[src/rtl/spimem_pkg.sv]
package spimem_pkg;

    typedef enum logic [3:0] {
        ST_IDLE,
        ST_OPCODE,
        ST_ADDR,
        ST_RD_DATA,
        ST_RD_STAT,
        ST_WR_DATA,
        ST_SR_DATA,
        ST_WAIT_CS,
        ST_IGNORE
    } spi_state_e;

    localparam logic [7:0] OP_SET_STAT = 8'h01;
    localparam logic [7:0] OP_WRITE    = 8'h02;
    localparam logic [7:0] OP_READ     = 8'h03;
    localparam logic [7:0] OP_WEN_CLR  = 8'h04;
    localparam logic [7:0] OP_GET_STAT = 8'h05;
    localparam logic [7:0] OP_WEN_SET  = 8'h06;

endpackage

[src/rtl/spimem_front.sv]
// Edge finder for the serial clock and chip select, plus the pause tracker.
module spimem_front (
    input  logic clk,
    input  logic rst_n,
    input  logic sclk,
    input  logic cs_n,
    input  logic hold_n,
    input  logic sel,
    output logic sclk_rise,
    output logic sclk_fall,
    output logic cs_fall,
    output logic cs_rise,
    output logic held
);

    logic sclk_r;
    logic cs_r;
    logic hold_q;
    logic live;

    always_ff @(posedge clk or negedge rst_n) begin
        if (!rst_n) begin
            sclk_r <= 1'b0;
            cs_r   <= 1'b0;   // "seen low": a chip select held low from reset gives no fall
            hold_q <= 1'b0;
        end else begin
            sclk_r <= sclk;
            cs_r   <= cs_n;
            if (!sel || cs_n)
                hold_q <= 1'b0;
            else if (!sclk)
                hold_q <= !hold_n;
        end
    end

    assign live      = sel && !cs_n && !hold_q;
    assign sclk_rise = live && sclk && !sclk_r;
    assign sclk_fall = live && !sclk && sclk_r;
    assign cs_fall   = !cs_n && cs_r;
    assign cs_rise   = cs_n && !cs_r;
    assign held      = hold_q;

    // pause can only begin on a cycle where the serial clock was low
    p_hold_low_clk_r11: assert property (@(posedge clk) disable iff (!rst_n)
        $rose(hold_q) |-> !$past(sclk));

    // pause never survives deselection
    p_hold_needs_sel_r11: assert property (@(posedge clk) disable iff (!rst_n)
        hold_q |-> $past(sel) && !$past(cs_n));

endmodule

[src/rtl/spimem_tx.sv]
// Output byte register and bit selector for the serial data out line.
module spimem_tx #(
    parameter int W = 8
) (
    input  logic                 clk,
    input  logic                 rst_n,
    input  logic                 load_en,
    input  logic [W-1:0]         load_data,
    input  logic                 shift_en,
    input  logic [$clog2(W)-1:0] bit_idx,
    output logic                 miso
);

    localparam int IW = $clog2(W);

    logic [W-1:0]  ob;
    logic          miso_q;
    logic [IW-1:0] pick;

    assign pick = IW'(W - 1) - bit_idx;

    always_ff @(posedge clk or negedge rst_n) begin
        if (!rst_n) begin
            ob     <= '0;
            miso_q <= 1'b0;
        end else begin
            if (load_en)
                ob <= load_data;
            if (shift_en)
                miso_q <= ob[pick];
        end
    end

    assign miso = miso_q;

endmodule

[src/rtl/spimem_slave.sv]
module spimem_slave
    import spimem_pkg::*;
#(
    parameter int ADDR_W     = 10,
    parameter int ADDR_BYTES = 2
) (
    input  logic              clk,
    input  logic              rst_n,
    input  logic              sclk,
    input  logic              cs_n,
    input  logic              mosi,
    input  logic              hold_n,
    output logic              miso,
    output logic              miso_oe,
    output logic              mem_rd_en,
    output logic [ADDR_W-1:0] mem_addr,
    input  logic [7:0]        mem_rd_data,
    output logic              wr_stage_vld,
    output logic [ADDR_W-1:0] wr_stage_addr,
    output logic [7:0]        wr_stage_data,
    output logic              wr_commit,
    output logic              wr_abort,
    input  logic [7:0]        stat_in,
    output logic              stat_wr_en,
    output logic [7:0]        stat_wr_data,
    output logic              wen_set,
    output logic              wen_clr
);

    localparam int BYTE_W = 8;
    localparam int BC_W   = $clog2(BYTE_W);
    localparam int AC_W   = $clog2(ADDR_BYTES + 1);
    localparam logic [AC_W-1:0] LAST_AB  = AC_W'(ADDR_BYTES - 1);
    localparam logic [BC_W-1:0] LAST_BIT = BC_W'(BYTE_W - 1);

    spi_state_e state, state_n;

    logic              sel, sclk_rise, sclk_fall, cs_fall, cs_rise, held;
    logic [BC_W-1:0]   bit_cnt;
    logic [AC_W-1:0]   ab_cnt;
    logic [7:0]        rx_sr, rx_next, cmd, sr_byte;
    logic [ADDR_W-1:0] addr_q;
    logic              wr_any, ld_q;
    logic              byte_done, st_load, tx_load, tx_shift, reading;
    logic [7:0]        tx_data;

    assign sel       = (state != ST_IDLE);
    assign rx_next   = {rx_sr[6:0], mosi};
    assign byte_done = sclk_rise && (bit_cnt == LAST_BIT);
    assign reading   = (state == ST_RD_DATA) || (state == ST_RD_STAT);

    spimem_front u_front (
        .clk       (clk),
        .rst_n     (rst_n),
        .sclk      (sclk),
        .cs_n      (cs_n),
        .hold_n    (hold_n),
        .sel       (sel),
        .sclk_rise (sclk_rise),
        .sclk_fall (sclk_fall),
        .cs_fall   (cs_fall),
        .cs_rise   (cs_rise),
        .held      (held)
    );

    assign st_load  = byte_done && (((state == ST_OPCODE) && (rx_next == OP_GET_STAT))
                                    || (state == ST_RD_STAT));
    assign tx_load  = ld_q || st_load;
    assign tx_data  = ld_q ? mem_rd_data : stat_in;
    assign tx_shift = sclk_fall && reading;

    spimem_tx #(.W(BYTE_W)) u_tx (
        .clk       (clk),
        .rst_n     (rst_n),
        .load_en   (tx_load),
        .load_data (tx_data),
        .shift_en  (tx_shift),
        .bit_idx   (bit_cnt),
        .miso      (miso)
    );

    assign miso_oe  = !cs_n && !held && reading;
    assign mem_addr = addr_q;

    // State register
    always_ff @(posedge clk or negedge rst_n) begin
        if (!rst_n) state <= ST_IDLE;
        else        state <= state_n;
    end

    // Next-state logic
    always_comb begin
        state_n = state;
        if (state != ST_IDLE && cs_n) begin
            state_n = ST_IDLE;
        end else begin
            unique case (state)
                ST_IDLE:   if (cs_fall) state_n = ST_OPCODE;
                ST_OPCODE: if (byte_done) begin
                    case (rx_next)
                        OP_READ, OP_WRITE:       state_n = ST_ADDR;
                        OP_GET_STAT:             state_n = ST_RD_STAT;
                        OP_SET_STAT:             state_n = ST_SR_DATA;
                        OP_WEN_SET, OP_WEN_CLR:  state_n = ST_WAIT_CS;
                        default:                 state_n = ST_IGNORE;
                    endcase
                end
                ST_ADDR:    if (byte_done && ab_cnt == LAST_AB)
                                state_n = (cmd == OP_READ) ? ST_RD_DATA : ST_WR_DATA;
                ST_SR_DATA: if (byte_done) state_n = ST_WAIT_CS;
                ST_WAIT_CS: if (sclk_rise) state_n = ST_IGNORE;
                ST_RD_DATA, ST_RD_STAT, ST_WR_DATA, ST_IGNORE: ;
                default:    state_n = ST_IDLE;
            endcase
        end
    end

    // Datapath and request outputs
    always_ff @(posedge clk or negedge rst_n) begin
        if (!rst_n) begin
            bit_cnt       <= '0;
            ab_cnt        <= '0;
            rx_sr         <= '0;
            cmd           <= '0;
            sr_byte       <= '0;
            addr_q        <= '0;
            wr_any        <= 1'b0;
            ld_q          <= 1'b0;
            mem_rd_en     <= 1'b0;
            wr_stage_vld  <= 1'b0;
            wr_stage_addr <= '0;
            wr_stage_data <= '0;
            wr_commit     <= 1'b0;
            wr_abort      <= 1'b0;
            stat_wr_en    <= 1'b0;
            stat_wr_data  <= '0;
            wen_set       <= 1'b0;
            wen_clr       <= 1'b0;
        end else begin
            mem_rd_en    <= 1'b0;
            wr_stage_vld <= 1'b0;
            wr_commit    <= 1'b0;
            wr_abort     <= 1'b0;
            stat_wr_en   <= 1'b0;
            wen_set      <= 1'b0;
            wen_clr      <= 1'b0;
            ld_q         <= mem_rd_en;

            if (cs_fall && state == ST_IDLE) begin
                bit_cnt <= '0;
                ab_cnt  <= '0;
                wr_any  <= 1'b0;
            end

            if (sclk_rise) begin
                bit_cnt <= bit_cnt + 1'b1;
                rx_sr   <= rx_next;
            end

            if (byte_done) begin
                case (state)
                    ST_OPCODE: cmd <= rx_next;
                    ST_ADDR: begin
                        addr_q <= ADDR_W'({addr_q, rx_next});
                        ab_cnt <= ab_cnt + 1'b1;
                        if (ab_cnt == LAST_AB && cmd == OP_READ)
                            mem_rd_en <= 1'b1;
                    end
                    ST_RD_DATA: begin
                        addr_q    <= addr_q + 1'b1;
                        mem_rd_en <= 1'b1;
                    end
                    ST_WR_DATA: begin
                        wr_stage_vld  <= 1'b1;
                        wr_stage_addr <= addr_q;
                        wr_stage_data <= rx_next;
                        addr_q        <= addr_q + 1'b1;
                        wr_any        <= 1'b1;
                    end
                    ST_SR_DATA: sr_byte <= rx_next;
                    default: ;
                endcase
            end

            if (cs_rise) begin
                case (state)
                    ST_WR_DATA: begin
                        if (bit_cnt == '0 && wr_any) wr_commit <= 1'b1;
                        else                         wr_abort  <= 1'b1;
                    end
                    ST_WAIT_CS: begin
                        if (cmd == OP_SET_STAT) begin
                            stat_wr_en   <= 1'b1;
                            stat_wr_data <= sr_byte;
                        end
                        if (cmd == OP_WEN_SET) wen_set <= 1'b1;
                        if (cmd == OP_WEN_CLR) wen_clr <= 1'b1;
                    end
                    default: ;
                endcase
            end
        end
    end

    // deselected means the data pad is released
    p_oe_idle_r2: assert property (@(posedge clk) disable iff (!rst_n)
        (state == ST_IDLE) |-> !miso_oe);

    // leaving the deselected state requires a chip-select fall
    p_enter_needs_fall_r4: assert property (@(posedge clk) disable iff (!rst_n)
        (state != ST_IDLE && $past(state) == ST_IDLE) |-> $past(cs_fall));

    // a rejected frame stays silent
    p_ignore_silent_r5: assert property (@(posedge clk) disable iff (!rst_n)
        (state == ST_IGNORE) |-> !miso_oe && !mem_rd_en && !wr_stage_vld);

    // array reads only during the data-read phase
    p_rd_in_read_r6: assert property (@(posedge clk) disable iff (!rst_n)
        mem_rd_en |-> (state == ST_RD_DATA));

    // a commit follows a whole-byte close of a write frame
    p_commit_boundary_r8: assert property (@(posedge clk) disable iff (!rst_n)
        wr_commit |-> ($past(state) == ST_WR_DATA) && ($past(bit_cnt) == '0));

    // at most one frame-end action per cycle
    p_one_action_r10: assert property (@(posedge clk) disable iff (!rst_n)
        $onehot0({wr_commit, wr_abort, stat_wr_en, wen_set, wen_clr}));

    // receive state frozen while paused
    p_rx_frozen_hold_r11: assert property (@(posedge clk) disable iff (!rst_n)
        held |=> $stable(bit_cnt) && $stable(rx_sr));

endmodule

[config.mk]
export PLATFORM = sky130hd
export DESIGN_NAME = spimem_slave
export DESIGN_NICKNAME = d
export VERILOG_FILES = /design/src/rtl/spimem_pkg.sv /design/src/rtl/spimem_front.sv /design/src/rtl/spimem_tx.sv /design/src/rtl/spimem_slave.sv
export SDC_FILE = /design/constraint.sdc
export NUM_CORES = 1
export LEC_CHECK = 0
export ABC_AREA = 0
export BUFFER_PORTS_ARGS = -buffer_cell sky130_fd_sc_hd__buf_2
export CAP_MARGIN = 20
export CELL_PAD_IN_SITES_DETAIL_PLACEMENT = 1
export CELL_PAD_IN_SITES_GLOBAL_PLACEMENT = 1
export CORE_AREA = 2 2 101 103
export DETAILED_ROUTE_END_ITERATION = 10
export DIE_AREA = 0 0 103 105
export PLACE_DENSITY = 0.8
export SLEW_MARGIN = 30
export SYNTH_ARGS = -nofsm -noshare
export SYNTH_HDL_FRONTEND = slang
export SYNTH_HIERARCHICAL = 1
export SYNTH_SLANG_ARGS = --single-unit
[constraint.sdc]
create_clock -name clk -period 3.55 [get_ports clk]
set_input_delay 1.065 -clock clk [delete_from_list [all_inputs] [get_ports clk]]
set_output_delay 1.065 -clock clk [all_outputs]
set_load 0.03 [all_outputs]
==> results.ini <==
[timing]
slew_headroom_pct=47.7
finalHoldViolCount=0
grt_setup_unrepaired=false
layout_min_cycle_time_ps=2990
worstMarginPinSlew_ps=785
fmax_mhz=334
fin_tns_setup_ps=0
setup_viol=0
clock_skew_ps=10.4
drv_slew=0
hold_ws_ps=392
period_share_pct=84.2

[logic_synthesis]
synth_cell_types=59
yosysSeqAreaShare_pct=52.6
avgSynthCellArea_um2=11.8
async_flop_share_pct=100
syn_inst=358
syn_nets=385
synth_edf_count=0
ys_seq_elements=89
yosysWarnings=6
synthFlopType=dfrtp_1
synth_area_um2=4240

[floorplan]
core_um2=9640
die_area_um2=10800
die_x_um=103
start_util_pct=44.0
row_count=36
io_pins=67
die_h_um=105

[global_routing]
grt_pass1_wl_mm=17.0
track_usage_pct=20.2
grt-ovfl-total=0
grt_max_degree=62
antenna_found_initial=0
grt_pass1_vias=3264

[critical_path]
worstSetupEndpointType=output pin
crit_required_ps=2480
startpoint_type=flop
path_class=flop to output pin
arrival_ps=1930
crit_path_max_fanout=14

[pwr]
power_frac_seq_pct=50.5
p_clk_share_pct=30.0
p_comb_share_pct=19.5
ir_drop_mv=0.259
swShare_pct=32.8
power.total_mw=2.38
total_leakage_power_nw=2.42
internal_power_mw=1.60
p_sw_uw=780
p_per_area_nw_per_um2=484

[clock_tree]
htreeDepth=3
clock_latency_ps=360
clock_sinks=89
cts_tree=built
ctsResizeCount=0
root_buffer=clkbuf_8
cts_max_path_buffers=2
path_clk_slew_ps=90
ctsHoldBuffers=0
cts_setup_buffers=0
cts_buffers=9

[final_layout]
nFillCells=1072
drive_above_1_share_pct=38.7
final_cell_mix=89 x dfrtp_1, 65 x buf_2, 57 x mux2_2
antennaDiodeCount=0
fin_nets=453
final_common_cell=dfrtp_1
syn_to_final_growth_pct=16.1
postLayoutCellArea_um2=4920

[routing]
vias=3095
wire_per_inst_um=18.1
wl_mm=10.2
drc=0
via_per_inst=5.49
dr.pass1.iters=4
ant_nets=0
drt_iter0_drc=85

[min_path]
hp-class=flop to flop

[job]
drv_cap=0

[placed_design]
postPlaceCellArea_um2=4720
port-buffer-count=66
gp_congestion=0.821
dpl.hpwl_mm=7.20

[run_status]
status=finished, final reports clean

==> power by group through the flow <==
stage          logic, mW  clock network, mW  registers (mW)
5_1_grt            0.517              0.769            1.21
6_report           0.464              0.714            1.20
2_1_floorplan      0.385                  0            1.14
4_1_cts            0.468              0.733            1.20
3_5_place_dp       0.461                  0            1.22
3_3_place_gp       0.443                  0            1.21
==> through the flow <==
step	worst slack [ps]	cells	util, %
floorplan	131	358	-
global placement	445	548	49.0
detailed placement	312	548	49.0
CTS	517	564	51.0
global route	404	564	51.0
finish	559	564	51.0
==> path summary, 6_finish.rpt <==
kind / to / startpoint / depth (start not counted) / slack (ps)
setup / recovery: miso_oe / state[2] / 5 / 560
hold / removal: ld_q / mem_rd_en / 0 / 390
setup reg to reg: u_tx/ob[6] / state[0] / 10 / 590
hold reg to reg: ld_q / mem_rd_en / 0 / 390
max in group asynchronous: state[3] / rst_n / 2 / 2120
min in group asynchronous: u_tx/ob[7] / rst_n / 1 / 780
==> cell families (layout without fill, tap and decap cells) <==
kind of cell | Yosys count | count (layout) | share of synthesized area, %
simple gates | 102 | 102 | 14.1
compound gates | 62 | 62 | 9.36
mux | 71 | 71 | 18.9
buf+inv | 28 | 101 | 3.34
fa+ha+maj | 5 | 5 | 1.48
flops | 89 | 89 | 52.6
xor+xnor | 1 | 1 | 0.207
==> layer usage <==
metal,wire length (µm),global-route usage [%],vias up
li1,-,-,1428
met1,4480,27.0,1587
met2,5180,33.3,66
met3,372,2.88,14
met4,153,6.95,0
met5,0,0,-
==> state kept, by name, summed over array words and instances, names as in the netlist <==
name and cells:
state 4, bit_cnt 3, wr_stage_vld 1, ab_cnt 2
u_tx/ob 8, wr_commit 1, cmd 8, wen_set 1
wr_abort 1, rx_sr 7, stat_wr_data 8, mem_addr 10
u_front/held 1, u_tx/miso 1, u_front/cs_r 1, mem_rd_en 1
sr_byte 8, wr_stage_addr 10, wr_stage_data 8, wen_clr 1
u_front/sclk_r 1, ld_q 1, wr_any 1, stat_wr_en 1
==> cells in the mapped netlist, drive strengths merged (3+ instances only) <==
| master | instances | area share (%) |
|---|---|---|
| dfrtp | 89 | 53 |
| mux2 | 63 | 17 |
| nand2 | 24 | 2.1 |
| a21oi | 20 | 2.4 |
| nor2 | 17 | 1.6 |
| o21ai | 15 | 1.8 |
| buf | 12 | 1.9 |
| nand3 | 12 | 1.4 |
| inv | 9 | 0.80 |
| clkbuf | 7 | 0.62 |
| mux2i | 7 | 1.7 |
| nor2b | 7 | 1.0 |
| ha | 5 | 1.5 |
| nand4 | 5 | 0.89 |
| nor3 | 5 | 0.83 |
| nor3b | 5 | 1.2 |
| a31o | 4 | 0.83 |
| nand2b | 4 | 0.59 |
| nand3b | 4 | 0.71 |
| a32o | 3 | 0.71 |
| and3 | 3 | 0.47 |
| nor4 | 3 | 0.95 |
| o22a | 3 | 0.62 |
| o22ai | 3 | 0.44 |
| or3 | 3 | 0.44 |
==> worst max-delay path, cell delays in order (launching register included) <==
cell	delay [ps]
dfrtp_1	660
or2b_1	290
nor2_1	90
a21oi_1	70
nor4_1	220
buf_2	250
==> layout make-up <==
type	count	area (µm²)	share of cell area, %
sequential	89	2230	45.3
multi-input combinational	241	1870	38.1
timing repair buffer	76	420	8.55
tap	133	166	3.38
clock buffer	9	124	2.52
clock inverter	7	75.1	1.53
inverter	9	33.8	0.687
No activity file was read; power rests on OpenSTA's default activity.
